**config.mk**
```make
export PLATFORM = sky130hd
export DESIGN_NAME = can_fault_status
export DESIGN_NICKNAME = d
export VERILOG_FILES = /design/src/rtl/can_fc_pkg.sv /design/src/rtl/can_fc_counters.sv /design/src/rtl/can_fc_flags.sv /design/src/rtl/can_fc_irq_regs.sv /design/src/rtl/can_fault_status.sv
export SDC_FILE = /design/constraint.sdc
export NUM_CORES = 1
export LEC_CHECK = 0
export ABC_AREA = 1
export BUFFER_PORTS_ARGS = -buffer_cell sky130_fd_sc_hd__buf_2
export CAP_MARGIN = 20
export CORE_MARGIN = 8
export CORE_UTILIZATION = 40
export DETAILED_ROUTE_END_ITERATION = 12
export PLACE_DENSITY_LB_ADDON = 0.05
export SYNTH_ARGS = -nofsm -noshare
export SYNTH_HDL_FRONTEND = slang
export SYNTH_SLANG_ARGS = --single-unit
export TNS_END_PERCENT = 1
```
**constraint.sdc**
```tcl
create_clock -name clk -period 3.7 [get_ports clk]
set_clock_uncertainty 0.2 [all_clocks]
set_input_delay 0.555 -clock clk [delete_from_list [all_inputs] [get_ports clk]]
set_output_delay 0.555 -clock clk [all_outputs]
set_load 0.05 [all_outputs]
```
**src/rtl/can_fc_pkg.sv**
```systemverilog
package can_fc_pkg;
  // status word field positions
  localparam int LEC_W       = 3;
  localparam int ST_LEC_LSB  = 0;
  localparam int ST_TXOK     = 3;
  localparam int ST_RXOK     = 4;
  localparam int ST_EPASS    = 5;
  localparam int ST_WARN     = 6;
  localparam int ST_BOFF     = 7;
  // counter word field positions
  localparam int TEC_LSB     = 0;
  localparam int TEC_FW      = 8;
  localparam int REC_LSB     = 8;
  localparam int REC_FW      = 7;
  localparam int CW_RXPASS   = 15;
  // read addresses
  localparam logic ADDR_STAT = 1'b0;
  localparam logic ADDR_CNT  = 1'b1;

  typedef struct packed {
    logic             rxok;
    logic             txok;
    logic [LEC_W-1:0] lec;
  } stat_fields_t;

  typedef struct packed {
    logic boff;
    logic warn;
    logic epass;
    logic rxpass;
  } conf_flags_t;
endpackage

```
**src/rtl/can_fc_counters.sv**
```systemverilog
module can_fc_counters #(
  parameter int TX_W         = 9,
  parameter int RX_W         = 8,
  parameter int TX_STEP      = 8,
  parameter int RX_DOM_STEP  = 8,
  parameter int BUSOFF_LIMIT = 255
) (
  input  logic            clk,
  input  logic            rst,
  input  logic            tx_err_ev,
  input  logic            tx_good_ev,
  input  logic            rx_err_ev,
  input  logic            rx_dom_ev,
  input  logic            rx_good_ev,
  output logic [TX_W-1:0] tx_cnt,
  output logic [RX_W-1:0] rx_cnt,
  output logic            bus_off
);
  localparam int TX_MAX = (1 << TX_W) - 1;
  localparam int RX_MAX = (1 << RX_W) - 1;
  localparam int SUM_W  = RX_W + 2;

  logic [TX_W:0]     tx_sum;
  logic [TX_W-1:0]   tx_next;
  logic [SUM_W-1:0]  rx_up;
  logic [SUM_W-1:0]  rx_dn;
  logic [RX_W-1:0]   rx_next;
  logic              boff_next;

  // transmit: error step wins over success, saturate high, floor at 0
  always_comb begin
    tx_sum  = {1'b0, tx_cnt} + (TX_W+1)'(TX_STEP);
    tx_next = tx_cnt;
    if (tx_err_ev) begin
      if (tx_sum > (TX_W+1)'(TX_MAX)) tx_next = TX_W'(TX_MAX);
      else                            tx_next = tx_sum[TX_W-1:0];
    end else if (tx_good_ev && (tx_cnt != '0)) begin
      tx_next = tx_cnt - TX_W'(1);
    end
  end

  // receive: all events summed, clamped to [0, RX_MAX]
  always_comb begin
    rx_up = {2'b00, rx_cnt} + SUM_W'(rx_err_ev)
          + (rx_dom_ev ? SUM_W'(RX_DOM_STEP) : SUM_W'(0));
    if (rx_good_ev && (rx_up != '0)) rx_dn = rx_up - SUM_W'(1);
    else                             rx_dn = rx_up;
    if (rx_dn > SUM_W'(RX_MAX)) rx_next = RX_W'(RX_MAX);
    else                        rx_next = rx_dn[RX_W-1:0];
  end

  assign boff_next = bus_off || (tx_next > TX_W'(BUSOFF_LIMIT));

  always_ff @(posedge clk) begin
    if (rst) begin
      tx_cnt  <= '0;
      rx_cnt  <= '0;
      bus_off <= 1'b0;
    end else if (!bus_off) begin
      tx_cnt  <= tx_next;
      rx_cnt  <= rx_next;
      bus_off <= boff_next;
    end
  end
endmodule

```
**src/rtl/can_fc_flags.sv**
```systemverilog
module can_fc_flags
  import can_fc_pkg::*;
#(
  parameter int TX_W          = 9,
  parameter int RX_W          = 8,
  parameter int WARN_LIMIT    = 96,
  parameter int PASSIVE_LIMIT = 128,
  parameter int VIEW_MAX      = 255
) (
  input  logic               [TX_W-1:0]   tx_cnt,
  input  logic               [RX_W-1:0]   rx_cnt,
  input  logic                            bus_off,
  output conf_flags_t                     flags,
  output logic               [TEC_FW-1:0] tx_view
);
  logic tx_warn, rx_warn, tx_pass, rx_pass;

  always_comb begin
    tx_warn = tx_cnt >= TX_W'(WARN_LIMIT);
    rx_warn = rx_cnt >= RX_W'(WARN_LIMIT);
    tx_pass = tx_cnt >= TX_W'(PASSIVE_LIMIT);
    rx_pass = rx_cnt >= RX_W'(PASSIVE_LIMIT);
    flags.boff   = bus_off;
    flags.warn   = tx_warn || rx_warn;
    flags.epass  = (tx_pass || rx_pass) && !bus_off;
    flags.rxpass = rx_pass;
    if (tx_cnt > TX_W'(VIEW_MAX)) tx_view = TEC_FW'(VIEW_MAX);
    else                          tx_view = tx_cnt[TEC_FW-1:0];
  end
endmodule

```
**src/rtl/can_fc_irq_regs.sv**
```systemverilog
module can_fc_irq_regs
  import can_fc_pkg::*;
#(
  parameter int DATA_W = 32,
  parameter int RX_W   = 8
) (
  input  logic                clk,
  input  logic                rst,
  input  logic                tx_done,
  input  logic                rx_done,
  input  logic                lec_valid,
  input  logic [LEC_W-1:0]    lec_code,
  input  logic                err_ie,
  input  logic                stat_ie,
  input  logic                stat_wr,
  input  logic [DATA_W-1:0]   wr_data,
  input  logic                rd_en,
  input  logic                rd_addr,
  input  conf_flags_t         flags,
  input  logic [TEC_FW-1:0]   tx_view,
  input  logic [RX_W-1:0]     rx_cnt,
  output logic [DATA_W-1:0]   rd_data,
  output logic                irq
);
  localparam int FW = LEC_W + 2;

  stat_fields_t st_q, st_base, st_next;
  logic         warn_q, boff_q;
  logic         err_chg, stat_chg, stat_rd, pend_next;
  logic [DATA_W-1:0] stat_word, cnt_word, rd_mux;

  // software write applied first, engine events on top of it
  always_comb begin
    st_base = stat_wr ? stat_fields_t'(wr_data[FW-1:0]) : st_q;
    st_next = st_base;
    if (tx_done)   st_next.txok = 1'b1;
    if (rx_done)   st_next.rxok = 1'b1;
    if (lec_valid) st_next.lec  = lec_code;
  end

  assign stat_chg  = (st_next != st_base);
  assign err_chg   = (flags.warn != warn_q) || (flags.boff != boff_q);
  assign stat_rd   = rd_en && (rd_addr == ADDR_STAT);
  assign pend_next = (irq && !stat_rd)
                   || (err_chg && err_ie)
                   || (stat_chg && stat_ie);

  always_comb begin
    stat_word = '0;
    stat_word[ST_LEC_LSB +: LEC_W] = st_q.lec;
    stat_word[ST_TXOK]  = st_q.txok;
    stat_word[ST_RXOK]  = st_q.rxok;
    stat_word[ST_EPASS] = flags.epass;
    stat_word[ST_WARN]  = flags.warn;
    stat_word[ST_BOFF]  = flags.boff;
    cnt_word = '0;
    cnt_word[TEC_LSB +: TEC_FW] = tx_view;
    cnt_word[REC_LSB +: REC_FW] = rx_cnt[REC_FW-1:0];
    cnt_word[CW_RXPASS]         = flags.rxpass;
    rd_mux = (rd_addr == ADDR_STAT) ? stat_word : cnt_word;
  end

  always_ff @(posedge clk) begin
    if (rst) begin
      st_q    <= '0;
      warn_q  <= 1'b0;
      boff_q  <= 1'b0;
      irq     <= 1'b0;
      rd_data <= '0;
    end else begin
      st_q    <= st_next;
      warn_q  <= flags.warn;
      boff_q  <= flags.boff;
      irq     <= pend_next;
      if (rd_en) rd_data <= rd_mux;
    end
  end
endmodule

```
**src/rtl/can_fault_status.sv**
```systemverilog
module can_fault_status
  import can_fc_pkg::*;
#(
  parameter int DATA_W        = 32,
  parameter int TX_W          = 9,
  parameter int RX_W          = 8,
  parameter int TX_STEP       = 8,
  parameter int RX_DOM_STEP   = 8,
  parameter int WARN_LIMIT    = 96,
  parameter int PASSIVE_LIMIT = 128,
  parameter int BUSOFF_LIMIT  = 255
) (
  input  logic              clk,
  input  logic              rst,
  input  logic              tx_done,
  input  logic              rx_done,
  input  logic              lec_valid,
  input  logic [2:0]        lec_code,
  input  logic              tx_err_ev,
  input  logic              tx_good_ev,
  input  logic              rx_err_ev,
  input  logic              rx_dom_ev,
  input  logic              rx_good_ev,
  input  logic              err_ie,
  input  logic              stat_ie,
  input  logic              stat_wr,
  input  logic [DATA_W-1:0] wr_data,
  input  logic              rd_en,
  input  logic              rd_addr,
  output logic [DATA_W-1:0] rd_data,
  output logic              irq
);
  logic [TX_W-1:0]   tx_cnt;
  logic [RX_W-1:0]   rx_cnt;
  logic              bus_off;
  conf_flags_t       flags;
  logic [TEC_FW-1:0] tx_view;
  logic              warn_flag;

  assign warn_flag = flags.warn;

  can_fc_counters #(
    .TX_W(TX_W), .RX_W(RX_W), .TX_STEP(TX_STEP),
    .RX_DOM_STEP(RX_DOM_STEP), .BUSOFF_LIMIT(BUSOFF_LIMIT)
  ) u_cnt (
    .clk(clk), .rst(rst),
    .tx_err_ev(tx_err_ev), .tx_good_ev(tx_good_ev),
    .rx_err_ev(rx_err_ev), .rx_dom_ev(rx_dom_ev), .rx_good_ev(rx_good_ev),
    .tx_cnt(tx_cnt), .rx_cnt(rx_cnt), .bus_off(bus_off)
  );

  can_fc_flags #(
    .TX_W(TX_W), .RX_W(RX_W), .WARN_LIMIT(WARN_LIMIT),
    .PASSIVE_LIMIT(PASSIVE_LIMIT), .VIEW_MAX(BUSOFF_LIMIT)
  ) u_flags (
    .tx_cnt(tx_cnt), .rx_cnt(rx_cnt), .bus_off(bus_off),
    .flags(flags), .tx_view(tx_view)
  );

  can_fc_irq_regs #(
    .DATA_W(DATA_W), .RX_W(RX_W)
  ) u_regs (
    .clk(clk), .rst(rst),
    .tx_done(tx_done), .rx_done(rx_done),
    .lec_valid(lec_valid), .lec_code(lec_code),
    .err_ie(err_ie), .stat_ie(stat_ie),
    .stat_wr(stat_wr), .wr_data(wr_data),
    .rd_en(rd_en), .rd_addr(rd_addr),
    .flags(flags), .tx_view(tx_view), .rx_cnt(rx_cnt),
    .rd_data(rd_data), .irq(irq)
  );
endmodule

```
==> flow_metrics.tcl, run 1 <==
set metrics [dict create \
    placed_cells 552 \
    critPathLaunch "rx_err_ev" \
    vias 2734 \
    multi_input_area_um2 1660 \
    worstPathArrival_ps 3070 \
    initial_utilization_pct 41.6 \
    clk_latency_ps 300 \
    grt_pass1_wl_um 11900 \
    synth_top_area_cell "dfxtp_1" \
    pin_count 83 \
    dp_hpwl_um 5640 \
    rr_endpoint "u_cnt.rx_cnt[4]" \
    post-route-period-util_pct 82.8 \
    drt_wl_total_um 7390 \
    comb_power_share_pct 46.5 \
    critPathLaunchType "input pin" \
    cp_slowest_cell "ha_1" \
    finalSetupViolCount 0 \
    p_int_uw 956 \
    cts_buffers 5 \
    cts_tree "done" \
    hold_viol 0 \
    num-fill-cells 755 \
    area_growth_pct 10.9 \
    maxSlewHeadroom_pct 56.5 \
    synth_edf_count 0 \
    drt_iter0_drc 181 \
    cts_setup_buffers 0 \
    h-tree-depth 2 \
    path_cells "buf_2, ha_1, ha_1, nand2_1, clkinv_1, nand3_1, nand2_2, ha_1, nor3_1, nand3_2, nor2_4, nand2_2, nand4_1, nand3_1, nand2_2, nand3_2, nand2_1, inv_1" \
    num_rows 30 \
    fmax_mhz 326 \
    core_area_um2 6830 \
    io_buffers 39 \
    via_per_inst 4.88 \
    die_y_um 100 \
    drv_slew 0 \
    grt_max_degree 29 \
    yosys.cell_types.count 38 \
    yosys-top-cells-count "nand2_1, inv_1, dfxtp_1" \
    synthCells 430 \
    dieArea_um2 10100 \
    grt_util_all_layers_pct 14.4 \
    finalCriticalPeriod_ps 3060 \
    ctsResizeCount 0 \
    finalSetupTns_ps 0 \
    cts.sinks 42 \
    crit_path_end "u_cnt.rx_cnt[4]" \
    outcome "complete, no violations" \
    grt_pass1_vias 2468 \
    grt_remaining_overflow 0 \
    hold_path.class "reg2reg" \
    synth_area_um2 2840 \
    switching_power_uw 803 \
    fin_cells 560 \
    clockPowerShare_pct 18.0 \
    ff2ff_path_depth 17 \
    synth_top_area_share_pct 29.6 \
    seq_area_frac_synth_pct 29.6 \
    reg2reg_from "u_cnt.rx_cnt[0]" \
    switching_share_pct 45.6 \
    drv_cap 0 \
    post_drt_wl_per_cell_um 13.2 \
    yosysWarnings 0 \
    post-place-ws_ps 318 \
    crit_type "in2reg" \
    drtPass1Iterations 4 \
    clkTransAtPathRegs_ps 90 \
    register_area_um2 841 \
    vdd_drop_max_v 0.000207 \
    ys_top_cells_by_area "dfxtp_1, nand2_1, a21oi_1" \
    drtAntennaViolNets 0 \
    timing.final.ws_setup_ps 635 \
    endpoint_kind "register" \
    synthMostInstantiatedCell "nand2_1" \
    root_buffer "clkbuf_8" \
    async_flop_share_pct 0 \
    final_nets 523 \
    die_x_um 100 \
    clockBufferDepth 2 \
    ys_ff_latch 42 \
    cp_slowest_stage_delay_ps 330 \
    power_uw 1760 \
    reg2reg_slack_ps 660 \
    drive_gt1_share_pct 16.2 \
    gp_congestion 0.849 \
    synth_ff_type "dfxtp_1" \
    rsz0062_at_grt "false" \
    cp_max_fo 8 \
    syn_avg_cell_area_um2 6.61 \
    drc 0 \
    power.density_nw_per_um2 558 \
    antenna_cells 0 \
    critPathRequiredTime_ps 3700 \
    seqPwrFrac_pct 35.5 \
    worst_pin_slew_ps 652 \
    fin_util_pct 46.1 \
    antenna_found_initial 0 \
    p_leak_uw 0.00149 \
    cts_hold_buf 0 \
]
layout by cell type, fill, tap and decap left out, types with 3 or more instances in the layout:
cell and instances:
o21ai_1 3, ha_1 10, o21ai_0 37, nand2_2 10, nor2_1 27, a21oi_1 41
inv_1 52, nand3_1 22, nand2_1 90, conb_1 16, nand4_1 6, buf_4 3
inv_2 3, nor3_1 7, nand3_2 4, clkbuf_8 6, o211ai_1 3, xor2_1 6
clkinv_1 4, o31ai_1 5, dfxtp_1 42, nand3b_1 3, xnor2_1 4, buf_2 39
worst max-delay path, delay by kind of cell:
family,cells,cell delay (ps)
fa+ha+maj,3,780
simple gates,12,1480
buf+inv,3,240
state kept, by name, indices dropped and copies added (netlist names):
signal / count
u_regs.st_q: 5
u_regs.warn_q: 1
u_cnt.tx_cnt: 9
u_cnt.rx_cnt: 8
u_cnt.bus_off: 1
u_regs.irq: 1
u_regs.rd_data: 16
u_regs.boff_q: 1
worst min path at each step:
stage                      startpoint                 to  slack (ps)  cells past startpoint
floorplan             u_cnt.rx_cnt[0]  u_regs.rd_data[8]         250                      2
global placement    u_regs.rd_data[7]  u_regs.rd_data[7]         250                      2
detailed placement  u_regs.rd_data[2]  u_regs.rd_data[2]         250                      2
CTS                 u_regs.rd_data[2]  u_regs.rd_data[2]         270                      2
global route        u_regs.rd_data[7]  u_regs.rd_data[7]         280                      2
finish              u_regs.rd_data[9]  u_regs.rd_data[9]         260                      2
cell families after synthesis:
kind of cell	after synthesis	share of synthesized area, %
flops	42	29.6
xor+xnor	10	3.08
other cells	1	0.132
fa+ha+maj	10	4.40
mux	1	0.352
simple gates	175	28.2
buf+inv	90	14.1
compound gates	101	20.2
power groups by stage:
| stage | clock (µW) | combinational, µW | sequential (µW) |
|---|---|---|---|
| 6_report | 316 | 819 | 624 |
| 2_1_floorplan | 0 | 619 | 655 |
| 3_3_place_gp | 0 | 809 | 632 |
| 4_1_cts | 323 | 820 | 622 |
| 3_5_place_dp | 0 | 815 | 632 |
| 5_1_grt | 340 | 927 | 636 |
final cells by class:
class,instances,area share (%)
multi-input combinational,313,52.6
sequential,42,26.7
inverter,59,7.03
timing repair buffer,42,6.91
tap,96,3.81
clock buffer,6,2.62
clock inverter,2,0.397
metal layers:
metal | part of all wire [%] | wire (µm) | track usage (%) | vias to the layer above
li1 | - | - | - | 1439
met1 | 50 | 3720 | 19.7 | 1227
met2 | 42 | 3130 | 22.3 | 64
met3 | 6.8 | 500 | 3.60 | 4
met4 | 0.65 | 48 | 2.91 | 0
met5 | 0 | 0 | 0 | -
per-stage QoR:
step                area [µm²]  hold WS [ps]
finish                    3150           263
global placement          3060           250
global route              3150           278
floorplan                 2900           255
detailed placement        3060           254
CTS                       3150           267
No activity file was read; power rests on OpenSTA's default activity.
==> run 2, diff against run 1 <==
==> constraint.sdc (replaced) <==
create_clock -name clk -period 2.56 [get_ports clk]
set_clock_uncertainty 0.2 [all_clocks]
set_input_delay 0.384 -clock clk [delete_from_list [all_inputs] [get_ports clk]]
set_output_delay 0.384 -clock clk [all_outputs]
set_load 0.05 [all_outputs]
==> flow_metrics.tcl, run 2 (synthesized netlist as in run 1, its figures left out) <==
set metrics [dict create \
    outcome "finished, violations left" \
    violations "negative setup slack" \
    vias 2810 \
    critPathTopFamily "simple AND/OR/NAND/NOR gates" \
    reg2reg_from "u_cnt.rx_cnt[0]" \
    dp_hpwl_um 5810 \
    path_cells "ha_4, ha_2, nand2_1, clkinv_1, nand3_1, nand2_2, ha_4, nand3_4, o21bai_1, nand2_2, nor2_4, nand2_2, nand4_1, nand3_2, nand2_4, nand3_2, nand2_1, inv_1" \
    crit_type "reg2reg" \
    root_buffer "clkbuf_8" \
    hold_start "rx_done" \
    cp_slowest_cell "dfxtp_2" \
    cts_tree "done" \
    grt_pass1_wl_um 12400 \
    rsz0062_at_grt "true" \
    switching_power_uw 1270 \
    fin_util_pct 51.4 \
    cts.sinks 42 \
    grt_pass1_vias 2587 \
    antenna_cells 0 \
    worst_pin_slew_ps 627 \
    cts_buffers 5 \
    switching_share_pct 41.5 \
    fin_area_um2 3510 \
    largestRegisters "u_regs.rd_data: 16 flops, u_cnt.tx_cnt: 9 flops, u_cnt.rx_cnt: 8 flops" \
    dieArea_um2 10100 \
    rr_endpoint "u_cnt.rx_cnt[4]" \
    p_leak_uw 0.00167 \
    grt_remaining_overflow 0 \
    via_per_inst 4.76 \
    hold_depth 3 \
    top_register "u_regs.rd_data" \
    die_x_um 100 \
    gp_congestion 0.865 \
    num-fill-cells 731 \
    final_common_cell "nand2_1" \
    drtAntennaViolNets 0 \
    pin_count 83 \
    cp_slowest_stage_delay_ps 360 \
    fmax_mhz 390 \
    h-tree-depth 2 \
    whs_endpoint "u_regs.st_q[4]" \
    drt_iter0_drc 190 \
    cp_common_cell "nand2_2" \
    initial_utilization_pct 41.6 \
    place_area_um2 3300 \
    clockBufferDepth 2 \
    maxSlewHeadroom_pct 58.1 \
    antenna_found_initial 0 \
    num_rows 30 \
    post-route-period-util_pct 100 \
    core_area_um2 6830 \
    ff2ff_path_depth 18 \
    drive_gt1_share_pct 23.7 \
    largest_reg_flops 16 \
    finalCriticalPeriod_ps 2560 \
    reg2reg_slack_ps -1 \
    worstPathArrival_ps 2560 \
    io_buffers 39 \
    vdd_drop_max_v 0.000382 \
    area_growth_pct 23.5 \
    final_cell_mix "nand2_1, inv_1, dfxtp_1" \
    grt_max_degree 28 \
    final_nets 553 \
    endpoint_kind "register" \
    post_drt_wl_per_cell_um 12.7 \
    hold_path.class "in2reg" \
    die_y_um 100 \
    comb_power_share_pct 50.3 \
    clk_latency_ps 290 \
    clkTransAtPathRegs_ps 90 \
    grt_util_all_layers_pct 15.2 \
    critPathLaunchType "register" \
    drv_slew 0 \
    seqPwrFrac_pct 28.8 \
    power.density_nw_per_um2 869 \
    drt_wl_total_um 7520 \
    drv_cap 0 \
    path_buf_inv 2 \
    drc 0 \
    drtPass1Iterations 4 \
    hold_viol 0 \
    timing.final.ws_setup_ps -1.12 \
    cp_max_fo 8 \
    finalSetupViolCount 1 \
    critPathRequiredTime_ps 2560 \
    clockPowerShare_pct 20.9 \
    p_int_uw 1790 \
]
==> run 2: changes by cell type in the layout (fill, tap and decap cells not counted), sizes merged <==
cell      before  now
buf           42   72
clkbuf         6    5
bufinv         0    2
clkinvlp       1    0
==> run 2: area by class of cell <==
class	instances	area, µm²	share of cell area [%]
Multi-Input combinational cell	313	1750	49.8
Sequential cell	42	842	24.0
Timing Repair Buffer	72	443	12.6
Inverter	59	221	6.31
Tap cell	96	120	3.42
Clock buffer	5	68.8	1.96
Clock inverter	3	68.8	1.96
==> run 2: worst max path at each step <==
stage | depth (start not counted) | startpoint | slack (ps) | endpoint
floorplan | 17 | rx_err_ev | 6 | u_cnt.rx_cnt[4]
global placement | 18 | rx_err_ev | -270 | u_cnt.rx_cnt[4]
detailed placement | 18 | rx_err_ev | -320 | u_cnt.rx_cnt[4]
CTS | 16 | u_cnt.rx_cnt[0] | -7 | u_cnt.rx_cnt[4]
global route | 18 | u_cnt.rx_cnt[0] | -200 | u_cnt.rx_cnt[4]
finish | 18 | u_cnt.rx_cnt[0] | -1 | u_cnt.rx_cnt[4]
==> run 2: power by group through the flow <==
stage	combinational [µW]	clock, µW	sequential, µW
after floorplan	940	0	946
after global placement	1460	0	882
after CTS	1530	653	879
after detailed placement	1470	0	882
after global routing	1720	682	896
final	1530	638	880
==> run 2: worst min-delay path, delay by kind of cell <==
family	cells	cell delay [ps]
AO/OA/AOI/OAI	1	70
buffers and inverters	2	140
==> run 2: stage by stage <==
step	TNS [ps]	hold slack [ps]	power [µW]	cells	setup WS, ps
2_1_floorplan	0	255	1890	445	6.43
3_3_place_gp	-1990	251	2340	581	-269
3_5_place_dp	-2420	255	2350	581	-323
4_1_cts	-6.65	129	3060	590	-6.65
5_1_grt	-1250	118	3300	590	-199
6_report	-1.12	125	3050	590	-1.12
==> run 2: routing by layer <==
layer  vias up  global-route usage (%)  routed length [µm]
met3         5                    3.74                 500
met5         -                       0                   0
met1      1238                    20.7                3810
li1       1499                       -                   -
met4         0                    2.79                  48
met2        68                    23.5                3160
==> run 2: repair_timing <==
action	in CTS	in global routing
gates resized for setup	12	2
hold buffers	0	0
setup endpoints to repair	8	8
setup buffers	1	0
pin swaps	6	0
